$ cat config.mk
export PLATFORM = sky130hd
export DESIGN_NAME = i2c_rf_target
export DESIGN_NICKNAME = d
export VERILOG_FILES = /design/src/rtl/i2c_rf_pkg.sv /design/src/rtl/i2c_rf_sync.sv /design/src/rtl/i2c_rf_stage.sv /design/src/rtl/i2c_rf_array.sv /design/src/rtl/i2c_rf_engine.sv /design/src/rtl/i2c_rf_target.sv
export SDC_FILE = /design/constraint.sdc
export NUM_CORES = 1
export LEC_CHECK = 0
export BUFFER_PORTS_ARGS = -buffer_cell sky130_fd_sc_hd__buf_4
export CAP_MARGIN = 15
export CORE_ASPECT_RATIO = 1.5
export CORE_UTILIZATION = 50
export CTS_CLUSTER_SIZE = 14
export DETAILED_ROUTE_END_ITERATION = 10
export PLACE_DENSITY_LB_ADDON = 0.08
export SETUP_SLACK_MARGIN = 0.1
export SLEW_MARGIN = 20
export SYNTH_ARGS = -nofsm -noshare
export SYNTH_HDL_FRONTEND = slang
export SYNTH_SLANG_ARGS = --single-unit
$ cat constraint.sdc
create_clock -name clk -period 2.5 [get_ports clk]
set_input_delay 0.375 -clock clk [delete_from_list [all_inputs] [get_ports clk]]
set_output_delay 0.375 -clock clk [all_outputs]
set_load 0.02 [all_outputs]
$ cat src/rtl/i2c_rf_pkg.sv
package i2c_rf_pkg;

    localparam int            BYTE_W        = 8;
    localparam logic [6:0]    DEF_TARGET_ID = 7'b1000100;

    typedef enum logic [3:0] {
        ST_IDLE,
        ST_ADDR,
        ST_ADDR_ACK,
        ST_REG,
        ST_REG_ACK,
        ST_WR,
        ST_WR_ACK,
        ST_RD,
        ST_RD_ACK,
        ST_SKIP
    } eng_state_t;

    typedef struct packed {
        logic scl_rise;
        logic scl_fall;
        logic sda_lvl;
        logic start;
        logic stop;
    } bus_evt_t;

    function automatic logic may_drive(eng_state_t s);
        return (s == ST_ADDR_ACK) || (s == ST_REG_ACK) ||
               (s == ST_WR_ACK)   || (s == ST_RD);
    endfunction

endpackage

$ cat src/rtl/i2c_rf_sync.sv
module i2c_rf_sync
    import i2c_rf_pkg::*;
#(
    parameter int BOOT_CYCLES = 16
) (
    input  logic     clk,
    input  logic     rst,
    input  logic     scl_i,
    input  logic     sda_i,
    output bus_evt_t evt_o,
    output logic     scl_hi_o,
    output logic     boot_done_o
);
    localparam int BW = $clog2(BOOT_CYCLES + 2);

    // index 1 = SCL, index 0 = SDA
    logic [1:0]    meta_q;
    logic [1:0]    sync_q;
    logic [1:0]    prev_q;
    logic [BW-1:0] boot_cnt;

    always_ff @(posedge clk) begin
        if (rst) begin
            meta_q <= 2'b11;
            sync_q <= 2'b11;
            prev_q <= 2'b11;
        end else begin
            meta_q <= {scl_i, sda_i};
            sync_q <= meta_q;
            prev_q <= sync_q;
        end
    end

    always_ff @(posedge clk) begin
        if (rst)
            boot_cnt <= '0;
        else if (!boot_done_o)
            boot_cnt <= boot_cnt + 1'b1;
    end

    assign boot_done_o = (boot_cnt == BW'(BOOT_CYCLES));

    logic scl_both_hi;
    assign scl_both_hi = sync_q[1] & prev_q[1];
    assign scl_hi_o    = scl_both_hi;

    always_comb begin
        evt_o          = '0;
        evt_o.sda_lvl  = sync_q[0];
        evt_o.scl_rise = boot_done_o &  sync_q[1] & ~prev_q[1];
        evt_o.scl_fall = boot_done_o & ~sync_q[1] &  prev_q[1];
        evt_o.start    = boot_done_o & scl_both_hi &  prev_q[0] & ~sync_q[0];
        evt_o.stop     = boot_done_o & scl_both_hi & ~prev_q[0] &  sync_q[0];
    end

endmodule

$ cat src/rtl/i2c_rf_stage.sv
module i2c_rf_stage
    import i2c_rf_pkg::*;
#(
    parameter int NREG = 8,
    localparam int AW  = $clog2(NREG)
) (
    input  logic                         clk,
    input  logic                         rst,
    input  logic                         put_i,
    input  logic [AW-1:0]                put_idx_i,
    input  logic [BYTE_W-1:0]            put_data_i,
    input  logic                         clear_i,
    output logic [NREG-1:0]              vld_o,
    output logic [NREG-1:0][BYTE_W-1:0]  data_o
);

    for (genvar i = 0; i < NREG; i++) begin : g_slot
        always_ff @(posedge clk) begin
            if (rst || clear_i) begin
                vld_o[i] <= 1'b0;
            end else if (put_i && (put_idx_i == AW'(i))) begin
                vld_o[i] <= 1'b1;
            end
        end

        always_ff @(posedge clk) begin
            if (rst)
                data_o[i] <= '0;
            else if (put_i && (put_idx_i == AW'(i)))
                data_o[i] <= put_data_i;
        end
    end

endmodule

$ cat src/rtl/i2c_rf_array.sv
module i2c_rf_array
    import i2c_rf_pkg::*;
#(
    parameter int NREG = 8
) (
    input  logic                         clk,
    input  logic                         rst,
    input  logic                         commit_i,
    input  logic [NREG-1:0]              vld_i,
    input  logic [NREG-1:0][BYTE_W-1:0]  data_i,
    output logic [NREG-1:0][BYTE_W-1:0]  regs_o
);

    for (genvar i = 0; i < NREG; i++) begin : g_reg
        always_ff @(posedge clk) begin
            if (rst)
                regs_o[i] <= '0;
            else if (commit_i && vld_i[i])
                regs_o[i] <= data_i[i];
        end
    end

    AST_ARRAY_ONLY_ON_COMMIT: assert property (@(posedge clk) disable iff (rst)
        (regs_o != $past(regs_o)) |-> $past(commit_i)) else $error("array changed without commit");

endmodule

$ cat src/rtl/i2c_rf_engine.sv
module i2c_rf_engine
    import i2c_rf_pkg::*;
#(
    parameter logic [6:0] TARGET_ID = DEF_TARGET_ID,
    parameter int         NREG      = 8,
    localparam int        AW        = $clog2(NREG)
) (
    input  logic              clk,
    input  logic              rst,
    input  bus_evt_t          evt_i,
    input  logic              scl_hi_i,
    input  logic [BYTE_W-1:0] rdata_i,
    output logic [AW-1:0]     ptr_o,
    output logic              put_o,
    output logic [AW-1:0]     put_idx_o,
    output logic [BYTE_W-1:0] put_data_o,
    output logic              commit_o,
    output logic              discard_o,
    output logic              sda_oe_o
);

    eng_state_t        state;
    logic [BYTE_W-1:0] shreg;
    logic [BYTE_W-1:0] wbyte;
    logic [2:0]        bitcnt;
    logic              full;
    logic              rw;
    logic              mack;
    logic [AW-1:0]     ptr;
    logic [AW-1:0]     ptr_nxt;

    always_comb begin
        ptr_nxt = (ptr == AW'(NREG - 1)) ? '0 : ptr + 1'b1;
    end

    assign ptr_o = ptr;

    always_ff @(posedge clk) begin
        put_o     <= 1'b0;
        commit_o  <= 1'b0;
        discard_o <= 1'b0;
        if (rst) begin
            state      <= ST_IDLE;
            shreg      <= '0;
            wbyte      <= '0;
            bitcnt     <= '0;
            full       <= 1'b0;
            rw         <= 1'b0;
            mack       <= 1'b0;
            ptr        <= '0;
            put_idx_o  <= '0;
            put_data_o <= '0;
            sda_oe_o   <= 1'b0;
        end else if (evt_i.start) begin
            state     <= ST_ADDR;
            bitcnt    <= '0;
            full      <= 1'b0;
            sda_oe_o  <= 1'b0;
            discard_o <= 1'b1;
        end else if (evt_i.stop) begin
            state    <= ST_IDLE;
            full     <= 1'b0;
            sda_oe_o <= 1'b0;
            commit_o <= 1'b1;
        end else begin
            unique case (state)
                ST_IDLE, ST_SKIP: ;
                ST_ADDR, ST_REG, ST_WR: begin
                    if (evt_i.scl_rise) begin
                        shreg  <= {shreg[BYTE_W-2:0], evt_i.sda_lvl};
                        bitcnt <= bitcnt + 1'b1;
                        if (bitcnt == 3'd7)
                            full <= 1'b1;
                    end else if (evt_i.scl_fall && full) begin
                        full <= 1'b0;
                        if (state == ST_ADDR) begin
                            if (shreg[7:1] == TARGET_ID) begin
                                rw       <= shreg[0];
                                sda_oe_o <= 1'b1;
                                state    <= ST_ADDR_ACK;
                            end else begin
                                state <= ST_SKIP;
                            end
                        end else if (state == ST_REG) begin
                            ptr      <= shreg[AW-1:0];
                            sda_oe_o <= 1'b1;
                            state    <= ST_REG_ACK;
                        end else begin
                            wbyte    <= shreg;
                            sda_oe_o <= 1'b1;
                            state    <= ST_WR_ACK;
                        end
                    end
                end
                ST_ADDR_ACK: begin
                    if (evt_i.scl_fall) begin
                        if (rw) begin
                            shreg    <= rdata_i;
                            sda_oe_o <= ~rdata_i[BYTE_W-1];
                            ptr      <= ptr_nxt;
                            bitcnt   <= '0;
                            state    <= ST_RD;
                        end else begin
                            sda_oe_o <= 1'b0;
                            state    <= ST_REG;
                        end
                    end
                end
                ST_REG_ACK: begin
                    if (evt_i.scl_fall) begin
                        sda_oe_o <= 1'b0;
                        state    <= ST_WR;
                    end
                end
                ST_WR_ACK: begin
                    if (evt_i.scl_fall) begin
                        sda_oe_o   <= 1'b0;
                        put_o      <= 1'b1;
                        put_idx_o  <= ptr;
                        put_data_o <= wbyte;
                        ptr        <= ptr_nxt;
                        state      <= ST_WR;
                    end
                end
                ST_RD: begin
                    if (evt_i.scl_fall) begin
                        if (bitcnt == 3'd7) begin
                            sda_oe_o <= 1'b0;
                            bitcnt   <= '0;
                            state    <= ST_RD_ACK;
                        end else begin
                            shreg    <= {shreg[BYTE_W-2:0], 1'b0};
                            sda_oe_o <= ~shreg[BYTE_W-2];
                            bitcnt   <= bitcnt + 1'b1;
                        end
                    end
                end
                ST_RD_ACK: begin
                    if (evt_i.scl_rise) begin
                        mack <= ~evt_i.sda_lvl;
                    end else if (evt_i.scl_fall) begin
                        if (mack) begin
                            shreg    <= rdata_i;
                            sda_oe_o <= ~rdata_i[BYTE_W-1];
                            ptr      <= ptr_nxt;
                            state    <= ST_RD;
                        end else begin
                            state <= ST_SKIP;
                        end
                    end
                end
                default: state <= ST_IDLE;
            endcase
        end
    end

    AST_DRIVE_ONLY_IN_OWN_SLOT: assert property (@(posedge clk) disable iff (rst)
        sda_oe_o |-> may_drive(state)) else $error("SDA pulled outside ACK or read slot");

    AST_DRIVE_STABLE_SCL_HIGH: assert property (@(posedge clk) disable iff (rst)
        (scl_hi_i && !$past(evt_i.start || evt_i.stop)) |-> $stable(sda_oe_o)) else $error("SDA drive moved while SCL high");

    AST_PTR_WRAPS: assert property (@(posedge clk) disable iff (rst)
        (state == ST_WR_ACK && evt_i.scl_fall && !evt_i.start && !evt_i.stop &&
         ptr == AW'(NREG - 1)) |=> (ptr == '0)) else $error("pointer did not wrap");

    AST_NO_PUT_WITH_CLEAR: assert property (@(posedge clk) disable iff (rst)
        commit_o |-> !put_o) else $error("stage write collides with commit");

endmodule

$ cat src/rtl/i2c_rf_target.sv
module i2c_rf_target
    import i2c_rf_pkg::*;
#(
    parameter logic [6:0] TARGET_ID   = DEF_TARGET_ID,
    parameter int         NREG        = 8,
    parameter int         BOOT_CYCLES = 16,
    localparam int        AW          = $clog2(NREG)
) (
    input  logic              clk,
    input  logic              rst,
    input  logic              scl_i,
    input  logic              sda_i,
    output logic              sda_oe_o,
    input  logic [AW-1:0]     loc_addr_i,
    output logic [BYTE_W-1:0] loc_rdata_o
);

    bus_evt_t                      evt;
    logic                          scl_hi;
    logic                          boot_done;
    logic [AW-1:0]                 ptr;
    logic                          put;
    logic [AW-1:0]                 put_idx;
    logic [BYTE_W-1:0]             put_data;
    logic                          commit;
    logic                          discard;
    logic [NREG-1:0]               stg_vld;
    logic [NREG-1:0][BYTE_W-1:0]   stg_data;
    logic [NREG-1:0][BYTE_W-1:0]   regs;

    i2c_rf_sync #(.BOOT_CYCLES(BOOT_CYCLES)) u_sync (
        .clk         (clk),
        .rst         (rst),
        .scl_i       (scl_i),
        .sda_i       (sda_i),
        .evt_o       (evt),
        .scl_hi_o    (scl_hi),
        .boot_done_o (boot_done)
    );

    i2c_rf_engine #(.TARGET_ID(TARGET_ID), .NREG(NREG)) u_engine (
        .clk        (clk),
        .rst        (rst),
        .evt_i      (evt),
        .scl_hi_i   (scl_hi),
        .rdata_i    (regs[ptr]),
        .ptr_o      (ptr),
        .put_o      (put),
        .put_idx_o  (put_idx),
        .put_data_o (put_data),
        .commit_o   (commit),
        .discard_o  (discard),
        .sda_oe_o   (sda_oe_o)
    );

    i2c_rf_stage #(.NREG(NREG)) u_stage (
        .clk        (clk),
        .rst        (rst),
        .put_i      (put),
        .put_idx_i  (put_idx),
        .put_data_i (put_data),
        .clear_i    (commit | discard),
        .vld_o      (stg_vld),
        .data_o     (stg_data)
    );

    i2c_rf_array #(.NREG(NREG)) u_array (
        .clk      (clk),
        .rst      (rst),
        .commit_i (commit),
        .vld_i    (stg_vld),
        .data_i   (stg_data),
        .regs_o   (regs)
    );

    assign loc_rdata_o = regs[loc_addr_i];

    AST_SILENT_DURING_BOOT: assert property (@(posedge clk) disable iff (rst)
        !boot_done |-> !sda_oe_o) else $error("drove SDA during boot window");

    AST_DISCARD_EMPTIES_STAGE: assert property (@(posedge clk) disable iff (rst)
        $past(discard) |-> (stg_vld == '0)) else $error("stage kept data after restart");

endmodule

======== Word level (Yosys, flattened, before mapping) ========
Index checks and enable logic that the tools add are counted.
cells by class
  multiplexer cells ....................... 66
  reductions and logical operators ........ 42
  shifts and indexed selects .............. 0
  order comparisons ....................... 2
  equal/unequal tests ..................... 46
  $mul .................................... 0
  divide/modulo/power cells ............... 0
  bitwise gates (word level) .............. 24
  add/subtract/negate cells ............... 3
operators with widths
  kind                                                              count
  8-bit two-way mux                                                 10
  3-bit two-way mux                                                 17
  8-bit binary-select mux with 3-bit select                         2
  4-bit two-way mux                                                 11
  8-bit case mux with 4 select lines                                1
  4-bit case mux with 6 select lines                                1
  2-bit by 1-bit != test with 1-bit output (second input constant)  11
  1-bit two-way mux                                                 20
  4-bit by 3-bit != test with 1-bit output (second input constant)  5
  3-bit == test (second input constant)                             6
  9-bit AND reduction                                               2
  1-bit logical AND                                                 17
  4-bit by 3-bit == test with 1-bit output (second input constant)  4
  7-bit AND reduction                                               2
  1-bit inverter                                                    13
  13-bit AND reduction                                              1
  3-bit case mux with 4 select lines                                1
  11-bit AND reduction                                              1
  1-bit bitwise AND                                                 10
  2-bit != test (second input constant)                             5
  10-bit AND reduction                                              1
  3-bit case mux with 3 select lines                                1
  4-bit by 2-bit == test with 1-bit output (second input constant)  2
  4-bit == test (second input constant)                             2
  other kinds (27)                                                  37
storage, ports and cells
  memories kept ........................... 0
  input port bits ......................... 7
  logic and storage cells ................. 226
  flip-flop bits (word level) ............. 191
  ROM bits ................................ 0
  bits in latches ......................... 0
  memory bits (writable) .................. 0

======== Longest topological paths before layout ========
  word-level depth ........................ 9
  depth in mapped cells ................... 10

======== Modules after synthesis ========
From an unflattened synthesis, not the netlist that was laid out.
second synthesis, totals
  cells, all modules ...................... 932
  area, all modules ....................... 9613.0 um2
by module, submodules not included
  module         sequential area each (um2)  instances  area an instance (um2)  cells each
  i2c_rf_stage   1441.4                      1          2860.2                  262
  i2c_rf_array   1281.2                      1          2815.2                  293
  i2c_rf_engine  880.8                       1          2353.5                  271
  i2c_rf_target  0.0                         1          1103.6                  59
  i2c_rf_sync    220.2                       1          480.5                   47

======== Worst setup path before layout ========
Ideal clock, no wire load.
  kind .................................... input-to-output
  from .................................... in loc_addr_i[0]
  to ...................................... out loc_rdata_o[0]
  required time ........................... 2.125 ns
  arrival ................................. 1.921 ns
  path slack .............................. 0.204 ns
  stages .................................. 4
  path through ............................ clkbuf_1 -> buf_2 -> mux4_2 -> mux2_2
on the way
  word-level cells in the longest chain between the ends .. 2
RTL lines
  element                                    line                 RTL
  from (decl)                                i2c_rf_target.sv:14  input logic [AW-1:0] loc_addr_i,
  8-bit binary-select mux with 3-bit select  i2c_rf_target.sv:76  assign loc_rdata_o = regs[loc_addr_i];
  8-bit two-way mux (implied by the code)    i2c_rf_target.sv:76
  to (decl)                                  i2c_rf_target.sv:15  output logic [BYTE_W-1:0] loc_rdata_o
No other way between the ends. The select of a mux whose other input is x is not followed.

======== Worst setup path after layout ========
  from .................................... reg u_engine.state[2]
  to ...................................... reg u_engine.shreg[4]
on the way
  word-level cells in the longest chain between the ends .. 4
  elaborated cells between the ends (all ways) .. 18
  those cells by class .................... eq/ne (14); mux (1); reduce/logical (3)
RTL lines
  element                                                                      line                  RTL
  from (decl)                                                                  i2c_rf_engine.sv:22   eng_state_t state;
  from (signal assigned)                                                       i2c_rf_engine.sv:43   state <= ST_IDLE;
  from (signal assigned)                                                       i2c_rf_engine.sv:55   state <= ST_ADDR;
  from (signal assigned)                                                       i2c_rf_engine.sv:61   state <= ST_IDLE;
  4-bit by 3-bit == test with 1-bit output (tied with other cells)             i2c_rf_engine.sv:66   unique case (state)
  3-bit OR reduction                                                           i2c_rf_engine.sv:66
  4-bit nonzero test (no source line) / 2-bit != test (equally long branches)  --
  11-bit AND reduction (no source line)                                        --
  to (signal assigned)                                                         i2c_rf_engine.sv:70   shreg <= {shreg[BYTE_W-2:0], evt_i.sda_lvl};
  to (signal assigned)                                                         i2c_rf_engine.sv:98   shreg <= rdata_i;
  to (signal assigned)                                                         i2c_rf_engine.sv:132  shreg <= {shreg[BYTE_W-2:0], 1'b0};
  to (decl)                                                                    i2c_rf_engine.sv:23   logic [BYTE_W-1:0] shreg;
Several ways; a longest one is shown, not always the timed one.
A chain may end at the register's enable or synchronous reset.

==> metrics.csv <==
stage,metric,value,unit
status,status,"complete, no violations",
power,power,7.25,mW
placed_design,io_buffers,15,
global_route,grt-ovfl-total,0,
power,p_leak,3.25,nW
sta,fin_setup_tns,0,ns
sta,hold_viol,0,
sta,post-route-min-period,2.28,ns
synth,yosys-top-cells-count,"223 x nand2_1, 191 x dfxtp_1, 160 x a21oi_1",
drt,drtPass1Iterations,5,
sta,skew,0.0125,ns
final_layout,area_growth_syn_to_layout,12.0,%
sta,holdWs,0.127,ns
global_route,grt_max_degree,74,
drt,num_vias,7292,
synth,syn-num-nets,1019,
final_layout,final_area,0.00959,mm2
placed_design,dp_hpwl,17300,um
worst_setup_path,path_max_fanout,21,
clocking,clk_latency,0.44,ns
global_route,grt_pass1_vias,6752,
synth,async_flop_share,0,%
placed_design,placed_cell_area,0.00890,mm2
hold_path,worstHoldStart,scl_i,
drt,via_per_inst,5.95,
sta,max_freq,0.439,GHz
synth,synth_most_common_cell,nand2_1,
hold_path,hp-class,input port to flop,
drt,totalWireLength,24600,um
worst_setup_path,critical_path.top_delay_family,compound AO/OA/AOI/OAI gates,
worst_setup_path,critPathLaunchType,flop,
clocking,cts_buffers,17,
drt,drt_iter0_drc,418,
synth,synthCells,1006,
final_layout,antennaDiodeCount,0,
final_layout,multi_input_area,0.00441,mm2
clocking,cts_sinks,191,
worst_setup_path,cp_data_required_time,2.85,ns
floorplanning,rows,58,
global_route,grt_pass1_wl,38000,um
global_route,grtUsageTotal,29.0,%
worst_setup_path,worst-path-buf-inv,0,
global_route,antenna_found_initial,0,
clocking,ctsRootBufferMaster,clkbuf_16,
sta,setup_viol,0,
sta,final.period_utilization,91.1,%
job,maxCapViolCount,0,
final_layout,fillers,1564,
floorplanning,die_h,162,um
sta,final_max_slew_viol_count,0,
synth,synth.distinct_cells,63,
final_layout,drive_gt1_share,14.7,%
sta,relSlewSlack,50.4,%
synth,syn_avg_cell_area,8.51,um2
sta,tightest_slew,0.741,ns
sta,rsz0062_at_grt,yes,
drt,drcViolationCount,0,
clocking,htree_levels,4,
placed_design,place_congestion,0.945,
worst_setup_path,crit_arrival,2.63,ns
synth,ys_seq_area_share,44.7,%
floorplanning,core,0.0168,mm2
floorplanning,start_util,51.1,%
synth,synth_edf_count,0,
placed_design,pre_cts_slack,0.189,ns
synth,yosys.area.top_type_share,44.7,%
synth,synthesis.area,0.00856,mm2
clocking,clockBufferDepth,2,
synth,ys.flop_type,dfxtp_1,
clocking,cts_tree,yes,
synth,yosys_warnings,0,
worst_setup_path,crit_type,flop to flop,
drt,ant_nets,0,
clocking,clk_pin_slew,0.07,ns
final_layout,area.sequential,0.00382,mm2
final_layout,fin_nets,1016,
worst_setup_path,slowest_delay,0.53,ns
worst_setup_path,r2r_start,u_engine.state[2]$_SDFFE_PP0P_,
power,vdd_drop_max,553,uV
floorplanning,die_area,0.0177,mm2
synth,yosysTopAreaCell,dfxtp_1,
synth,synthTopCellsByArea,"dfxtp_1 45%, nand2_1 9.8%, a21oi_1 9.4%",
worst_setup_path,slowest_stage,dfxtp_1,
worst_setup_path,cp-startpoint,u_engine.state[2]$_SDFFE_PP0P_,
synth,synth_seq_cells,191,
drt,wl_per_cell,20.1,um
worst_setup_path,path_cells,or2_2 -> a21o_1 -> a2111oi_0 -> a21oi_1 -> a211oi_1,
power,powerDensity,757,mW/mm2
floorplanning,die_w,109,um
worst_setup_path,crit_path_end_kind,flop,
floorplanning,ios,16,
sta,setup_ws,0.224,ns
==> through the flow <==
| stage | util [%] | instances |
|---|---|---|
| after floorplan | - | 1006 |
| after global placement | 53.1 | 1189 |
| after detailed placement | 53.1 | 1189 |
| after CTS | 56.9 | 1221 |
| after global routing | 57.2 | 1226 |
| final | 57.2 | 1226 |
==> cells in the final DEF (no fill, tap or decap), types with 8 or more instances in the layout <==
cell       synthesis  final
mux4_2            17     17
mux2i_1           35     35
nand3_1           75     75
mux2_2            22     22
or2_2             11     11
a211oi_1           8      8
nand2b_1           9      9
a2111oi_0         13     11
nand2_1          223    223
o22ai_1            8      8
dfxtp_1          191    190
a21oi_1          160    160
o21a_1             9      9
nor2b_1           15     15
clkbuf_16          0     17
nor2_1            44     44
buf_4              2     52
==> power by group <==
part	leakage (nW)	switching (mW)	internal (mW)
clock	0.313	1.20	1.70
sequential	1.54	0.169	3.12
combinational	1.40	0.599	0.464
total	3.25	1.97	5.29
==> state kept, by name (all words and copies together), names as in the netlist, 2 cells and up <==
register	flops
u_engine.bitcnt	3
u_engine.put_idx_o	3
u_sync.meta_q	2
u_sync.sync_q	2
u_engine.put_data_o	8
u_engine.state	4
u_stage.vld_o	8
u_engine.wbyte	8
u_sync.prev_q	2
u_engine.ptr_o	3
u_stage.data_o	64
u_array.regs_o	64
u_sync.boot_cnt	5
u_engine.shreg	8
==> per-layer routing <==
layer	global-route usage, %	vias up	wire length (um)
li1	-	3532	-
met1	34.5	3511	10300
met2	49.9	181	12400
met3	4.86	68	767
met4	14.3	0	1070
met5	0	-	0
==> area by class of cell <==
type,instances,share of cell area [%]
sequential,191,39.9
timing repair buffer,54,4.49
inverter,6,0.235
multi-input combinational,733,46.1
clock inverter,10,1.53
tap,210,2.74
clock buffer,22,5.05
==> cell families after synthesis <==
family,count (synthesis),share of synthesized area (%)
xor+xnor,6,0.614
simple gates,411,21.7
buf+inv,82,4.00
flops,191,44.7
compound gates,236,16.7
fa+ha+maj,6,0.877
mux,74,11.5
==> worst paths after layout <==
path / cells after the start / slack, ns / endpoint
max reg2reg: 5 / 0.22 / u_engine.shreg[4]$_SDFFE_PP0P_
max: 5 / 0.22 / u_engine.shreg[4]$_SDFFE_PP0P_
min: 2 / 0.13 / u_sync.meta_q[1]$_SDFF_PP1_
min reg2reg: 1 / 0.43 / u_sync.sync_q[1]$_SDFF_PP1_
==> repair_timing <==
action                                  4_1_cts  5_1_grt
endpoints found under the setup margin        0       18
hold buffers                                  0        0
buffers inserted                              0        5
gates resized for setup                       0        4
Power figures use the tool's default switching activity.
